`config.mk`:
```
export PLATFORM = sky130hd
export DESIGN_NAME = port_change_detect
export DESIGN_NICKNAME = d
export VERILOG_FILES = /design/src/rtl/tdet_pkg.sv /design/src/rtl/tdet_settle.sv /design/src/rtl/tdet_flags.sv /design/src/rtl/tdet_irq.sv /design/src/rtl/port_change_detect.sv
export SDC_FILE = /design/constraint.sdc
export NUM_CORES = 1
export LEC_CHECK = 0
export BUFFER_PORTS_ARGS = -buffer_cell sky130_fd_sc_hd__buf_4
export CAP_MARGIN = 30
export CORE_MARGIN = 2
export CORE_UTILIZATION = 30
export DETAILED_ROUTE_END_ITERATION = 12
export PLACE_DENSITY = 0.61
export SLEW_MARGIN = 0
export SYNTH_ARGS = -nofsm -noshare
export SYNTH_HDL_FRONTEND = slang
export SYNTH_SLANG_ARGS = --single-unit
```
`constraint.sdc`:
```
create_clock -name clk -period 1.7 [get_ports clk]
set_input_delay 0.17 -clock clk [delete_from_list [all_inputs] [get_ports clk]]
set_output_delay 0.17 -clock clk [all_outputs]
set_load 0.01 [all_outputs]
```
`src/rtl/tdet_pkg.sv`:
```
package tdet_pkg;

  // Counter width able to hold 0..settle
  function automatic int unsigned cnt_width(input int unsigned settle);
    int unsigned w;
    w = $clog2(settle + 1);
    return (w < 1) ? 1 : w;
  endfunction

endpackage

```
`src/rtl/tdet_settle.sv`:
```
module tdet_settle #(
  parameter int unsigned SETTLE_CYC = 4
) (
  input  logic clk,
  input  logic rst_n,
  input  logic own_write,
  output logic mask_act
);
  localparam int unsigned CW = tdet_pkg::cnt_width(SETTLE_CYC);

  logic [CW-1:0] cnt_q, cnt_d;
  logic          cnt_nz;

  assign cnt_nz   = (cnt_q != '0);
  assign mask_act = own_write | cnt_nz;

  always_comb begin
    cnt_d = cnt_q;
    if (own_write)   cnt_d = CW'(SETTLE_CYC);
    else if (cnt_nz) cnt_d = cnt_q - 1'b1;
  end

  // reset value masks the first cycles so the snapshot primes itself
  always_ff @(posedge clk or negedge rst_n) begin
    if (!rst_n) cnt_q <= CW'(SETTLE_CYC);
    else        cnt_q <= cnt_d;
  end


  settle_after_write_chk: assert property (@(posedge clk) disable iff (!rst_n)
    own_write |=> mask_act);


  settle_bound_chk: assert property (@(posedge clk) disable iff (!rst_n)
    cnt_q <= CW'(SETTLE_CYC));

endmodule

```
`src/rtl/tdet_flags.sv`:
```
module tdet_flags #(
  parameter int unsigned N_PORTS = 8
) (
  input  logic               clk,
  input  logic               rst_n,
  input  logic [N_PORTS-1:0] port_lvl,
  input  logic               ack_stb,
  input  logic               mask_act,
  output logic [N_PORTS-1:0] flags_q,
  output logic [N_PORTS-1:0] hold_q,
  output logic               diff_any
);
  logic [N_PORTS-1:0] snap_q, snap_d;
  logic [N_PORTS-1:0] flags_d, hold_d;
  logic [N_PORTS-1:0] diff;

  for (genvar i = 0; i < N_PORTS; i++) begin : g_cmp
    assign diff[i] = ~mask_act & (port_lvl[i] ^ snap_q[i]);
  end

  assign diff_any = |diff;

  always_comb begin
    snap_d  = snap_q;
    flags_d = flags_q | diff;
    hold_d  = hold_q;
    if (ack_stb) begin
      hold_d  = flags_q | diff;
      flags_d = '0;
      snap_d  = port_lvl;
    end else if (mask_act) begin
      snap_d  = port_lvl;
    end
  end

  always_ff @(posedge clk or negedge rst_n) begin
    if (!rst_n) begin
      snap_q  <= '0;
      flags_q <= '0;
      hold_q  <= '0;
    end else begin
      snap_q  <= snap_d;
      flags_q <= flags_d;
      hold_q  <= hold_d;
    end
  end


  flags_sticky_chk: assert property (@(posedge clk) disable iff (!rst_n)
    (!ack_stb) |=> ((flags_q & $past(flags_q)) == $past(flags_q)));


  hold_stable_chk: assert property (@(posedge clk) disable iff (!rst_n)
    (!ack_stb) |=> $stable(hold_q));


  mask_freeze_chk: assert property (@(posedge clk) disable iff (!rst_n)
    (mask_act && !ack_stb) |=> $stable(flags_q));

endmodule

```
`src/rtl/tdet_irq.sv`:
```
module tdet_irq (
  input  logic clk,
  input  logic rst_n,
  input  logic ack_stb,
  input  logic rd_active,
  input  logic stop_seen,
  input  logic diff_any,
  input  logic flags_any,
  output logic irq_pd_n
);
  logic irq_q, irq_d;
  logic set_live, set_stop;

  assign set_live = ~rd_active & diff_any;
  assign set_stop = stop_seen & (flags_any | diff_any);

  always_comb begin
    irq_d = irq_q | set_live | set_stop;
    if (ack_stb) irq_d = 1'b0;
  end

  always_ff @(posedge clk or negedge rst_n) begin
    if (!rst_n) irq_q <= 1'b0;
    else        irq_q <= irq_d;
  end

  assign irq_pd_n = ~irq_q;

endmodule

```
`src/rtl/port_change_detect.sv`:
```
module port_change_detect #(
  parameter int unsigned N_PORTS    = 8,
  parameter int unsigned SETTLE_CYC = 4
) (
  input  logic               clk,
  input  logic               rst_n,
  input  logic [N_PORTS-1:0] port_lvl,
  input  logic               ack_stb,
  input  logic               rd_active,
  input  logic               stop_seen,
  input  logic               own_write,
  output logic [N_PORTS-1:0] chg_flags,
  output logic [N_PORTS-1:0] chg_flags_prev,
  output logic               irq_pd_n
);
  logic mask_act;
  logic diff_any;

  tdet_settle #(.SETTLE_CYC(SETTLE_CYC)) u_settle (
    .clk       (clk),
    .rst_n     (rst_n),
    .own_write (own_write),
    .mask_act  (mask_act)
  );

  tdet_flags #(.N_PORTS(N_PORTS)) u_flags (
    .clk      (clk),
    .rst_n    (rst_n),
    .port_lvl (port_lvl),
    .ack_stb  (ack_stb),
    .mask_act (mask_act),
    .flags_q  (chg_flags),
    .hold_q   (chg_flags_prev),
    .diff_any (diff_any)
  );

  tdet_irq u_irq (
    .clk       (clk),
    .rst_n     (rst_n),
    .ack_stb   (ack_stb),
    .rd_active (rd_active),
    .stop_seen (stop_seen),
    .diff_any  (diff_any),
    .flags_any (|chg_flags),
    .irq_pd_n  (irq_pd_n)
  );


  strobe_release_chk: assert property (@(posedge clk) disable iff (!rst_n)
    ack_stb |=> irq_pd_n);


  irq_latched_chk: assert property (@(posedge clk) disable iff (!rst_n)
    (!irq_pd_n && !ack_stb) |=> !irq_pd_n);


  read_holdoff_chk: assert property (@(posedge clk) disable iff (!rst_n)
    (irq_pd_n && rd_active && !stop_seen) |=> irq_pd_n);


  flag_needs_compare_chk: assert property (@(posedge clk) disable iff (!rst_n)
    (chg_flags == '0 && !ack_stb && mask_act) |=> (chg_flags == '0));

endmodule

```
### Word-level counts from Yosys, hierarchy flattened

Index checks and enable logic that the tools add are counted.

* add/sub/neg operators: 1
* muxes and demuxes: 6
* bitwise logic cells: 26
* reduce and logical (&&, ||, !) cells: 5

Operators by type and width (count)
* two-way mux 8 bit: 3
* OR reduction 8 bit: 2
* bitwise AND 1 bit: 10
* OR 8 bit: 1
* bitwise XOR 1 bit: 8
* two-way mux 3 bit: 2
* OR 1 bit: 4
* nonzero test 2 bit: 2
* inverter 1 bit: 3
* nonzero test 3 bit: 1
* subtractor 3 x 1 -> 3 bit, second input constant: 1
* two-way mux 1 bit: 1

* register bits after elaboration: 28
* bits of input ports: 14
* output and inout bits: 17
* logic and storage cells: 43

### Longest topological paths before layout

* depth after elaboration: 9
* depth in mapped cells: 7
* gate-level depth less buffers: 6

### Hierarchy

A second synthesis with hierarchy kept.

* cells, all modules: 105
* area, all modules: 1248.7 µm²

By module, submodules not included
* tdet_flags: instances 1, cells each 80, area each 992.2 µm², seq. area each 600.6 µm²
* tdet_settle: instances 1, cells each 17, area each 187.7 µm², seq. area each 76.3 µm²
* tdet_irq: instances 1, cells each 5, area each 52.6 µm², seq. area each 25.0 µm²
* port_change_detect: instances 1, cells each 3, area each 16.3 µm², seq. area each 0.0 µm²

### Least setup slack after synthesis

No wires, ideal clock.

* path type: reg2reg
* start: reg u_settle.cnt_q[0]
* end: reg u_flags.snap_q[0]
* library setup time: 0.125 ns
* arrival: 1.426 ns
* required time: 1.575 ns
* path slack: 0.149 ns
* stages on the path, launching flop included: 7
* clock period less this slack: 1.551 ns
* path through: dfrtp_1 -> inv_1 -> ha_1 -> nand2b_1 -> clkbuf_2 -> nor3_4 -> mux2_2

* word-level cells in the longest chain between the ends: 3

RTL lines
* start: declaration: line tdet_settle.sv:11 `logic [CW-1:0] cnt_q, cnt_d;`
* start signal: assignment: line tdet_settle.sv:25 `if (!rst_n) cnt_q <= CW'(SETTLE_CYC);`
* start signal: assignment: line tdet_settle.sv:26 `else cnt_q <= cnt_d;`
* nonzero test 3 bit: line tdet_settle.sv:14 `assign cnt_nz = (cnt_q != '0);`
* OR 1 bit: line tdet_settle.sv:15 `assign mask_act = own_write | cnt_nz;`
* nonzero test 2 bit (no line)
* end signal: assignment: line tdet_flags.sv:42 `snap_q <= snap_d;`
* end: declaration: line tdet_flags.sv:13 `logic [N_PORTS-1:0] snap_q, snap_d;`

No other way between the ends.
A chain may end at the register's enable or synchronous reset.

### Worst setup path in the final report

* start: reg u_settle.cnt_q[0]
* end: reg u_flags.snap_q[6]

The elaborated chain is that of the path after synthesis.

==> run summary <==
chip height = 66.9 um
Final min period = 1610 ps
Final Max Slew Viols = 0
DRC violations left = 0
Comb power frac = 29.6%
Int Power = 1.25 mW
Max FO, Critical Path = 8
setup TNS = 0 ps
Slowest-stage cell, CP = dfrtp_1
DR vias/cell = 4.51
Mean Syn Cell Area = 11.4 um2
CTS tree = yes
Clock Skew = 4.80 ps
Yosys cell types = 21
pin count of the biggest net entering global routing = 29
cells resized by post-CTS repair = 0
die width = 66.9 um
drt first-iter violations = 12
Fill cells = 389
DR vias = 834
Placer Congestion = 0.810
Clk pwr share = 22.6%
Slew @ Worst Pin = 355 ps
NetSw = 0.545 mW
sequential group share of total power = 47.8%
Cells after DPL = 179
number of global-route vias before repair = 858
Synth area leaders = dfrtp_1 (57%), a21oi_1 (8.0%), mux2_2 (7.6%)
CP Launch Type = flip-flop
Die Area = 4480 um2
max-cap violations = 0
Setup crit end kind = flip-flop
Fin. Hold Viols = 0
Clk pin slew, worst setup/hold paths = 90 ps
Final WS setup = 94.5 ps
WL final = 2.42 mm
antenna violations before repair = 0
slowest stage delay, CP = 400 ps
Yosys top cell area share = 56.9%
asr flop ratio synth = 100%
first-pass GRT wire length = 4.01 mm
Root Driver = clkbuf_8
YS warnings = 0
post-place setup slack = 59.4 ps
Num CTS Buffers = 3
Area Overhead vs Synth = 30.5%
Relative slew margins = 76.1%
Post-synth EDFFs = 0
outcome = complete, no violations
final setup vio count = 0
nets@finish = 154
Skew-Pair Late Insertion Delay = 270 ps
Starting Density = 31.7%
worst hold margin = 105 ps
sequential area share after synthesis = 59.1%
Cell Area, Synth = 1190 um2
CP Class = reg -> reg
Max H-tree Level = 1
HP Class = in -> reg
Detail Placement HPWL = 1.83 mm
Post-Syn Instances = 104
CTS Sinks = 28
pwr dens = 1160 nW/um2
Finished Layout Cells = 185
period utilization = 94.4%
Routed Antenna Nets = 0
grt ovf = 0
final core utilization = 41.4%
WL/cell = 13.1 um
Area after DPL = 1460 um2
crit-path cells = inv_1, ha_1, nand2b_1, nor3_4, buf_12, mux2_2
All-Layer GR Usage = 12.1%
Leakage = 0.731 nW
Worst Path Required = 1860 ps
Synth area leader = dfrtp_1
Final Instance Area = 1550 um2
net count after synthesis = 120
ANT cells = 0
max frequency = 623 MHz
top-count cell post-synth = dfrtp_1
Longest Clk Path Bufs = 2
total power = 1.79 mW
Post-synth top cells = dfrtp_1 (27), a21oi_1 (19), nor2_1 (18)
I/O Buffers = 30
DR pass1 iterations = 3
Sw Ratio = 30.4%
Row Count = 22
layout cells sized above 1 = 35.8%
CP arrival = 1770 ps
RSZ-0062 raised after global routing = no
Ports = 31
flops & latches, synth = 28
Peak VDD IR = 457 uV
ys flop type = dfrtp_1
CORE AREA = 3740 um2
[registers in the layout, summed over array words and instances (netlist names)]
| name | count |
|---|---|
| u_flags.flags_q | 8 |
| u_flags.hold_q | 8 |
| u_flags.snap_q | 8 |
| u_settle.cnt_q | 3 |
| u_irq.irq_q | 1 |
[timing repair]
action / in CTS / in global routing
buffers inserted: 0 / 1
hold buffers: 1 / 0
endpoints found under the hold margin: 27 / 0
setup endpoints to repair: 0 / 8
[routing by layer]
metal / track usage (%) / vias to the layer above / share of wire [%]
met5: 0 / - / 0
met4: 3.83 / 0 / 0.58
met3: 3.21 / 2 / 4.2
met2: 20.1 / 20 / 50
met1: 15.2 / 395 / 46
li1: - / 417 / -
[final timing paths]
path | slack, ps | cells after the start | end | start
setup / recovery | 90 | 6 | u_flags.snap_q[6]$_DFFE_PN0P_ | u_settle.cnt_q[0]$_DFFE_PN0N_
hold / removal | 100 | 2 | u_settle.cnt_q[0]$_DFFE_PN0N_ | own_write
setup reg to reg | 90 | 6 | u_flags.snap_q[6]$_DFFE_PN0P_ | u_settle.cnt_q[0]$_DFFE_PN0N_
hold reg to reg | 530 | 1 | u_flags.snap_q[1]$_DFFE_PN0P_ | u_flags.snap_q[1]$_DFFE_PN0P_
max in group asynchronous | 1050 | 2 | u_settle.cnt_q[2]$_DFFE_PN1N_ | rst_n
min in group asynchronous | 340 | 2 | u_flags.hold_q[7]$_DFFE_PN0P_ | rst_n
[critical path, delay by kind of cell, from the launching register on]
kind	cells	cell delay, ps
muxes	1	330
DFF	1	400
buffers and inverters	2	230
and+or+nand+nor	2	360
adders and majority gates	1	180
[cells in the final DEF, fill, tap and decap left out, drive strengths merged]
cell type | netlist | routed
nor4 | 2 | 2
nor3 | 1 | 1
nor2 | 19 | 19
o221ai | 1 | 1
clkbuf | 4 | 4
dfstp | 1 | 1
dlygate4sd3 | 0 | 1
xor2 | 8 | 8
inv | 5 | 5
or4 | 2 | 2
xnor2 | 1 | 1
o31ai | 1 | 1
mux2 | 8 | 8
ha | 2 | 2
a211oi | 1 | 1
a21oi | 19 | 19
buf | 0 | 32
dfrtp | 27 | 27
nand2b | 1 | 1
nand2 | 1 | 1
[kinds of logic after synthesis]
kind of cell	synth area share (%)
AOI/OAI and AO/OA	10.5
xor gates and xnor gates	6.64
adders and majority gates	2.11
buffers and inverters	2.95
DFF	59.1
muxes	7.59
and+or+nand+nor	11.1
[power by group through the flow]
stage          Combinational, mW  Sequential [mW]  Clock (mW)
6_report                   0.531            0.856       0.406
5_1_grt                    0.600            0.873       0.451
4_1_cts                    0.530            0.858       0.424
2_1_floorplan              0.286            0.880           0
3_5_place_dp               0.525            0.870           0
3_3_place_gp               0.494            0.864           0
[layout make-up]
class	instances	area [um2]	share of cell area, %
Sequential cell	28	702	45.3
Timing Repair Buffer	33	263	17.0
Inverter	5	18.8	1.21
Tap cell	48	60.1	3.88
Multi-Input combinational cell	67	450	29.1
Clock buffer	4	55.1	3.55
No activity file was read; power rests on OpenSTA's default activity.
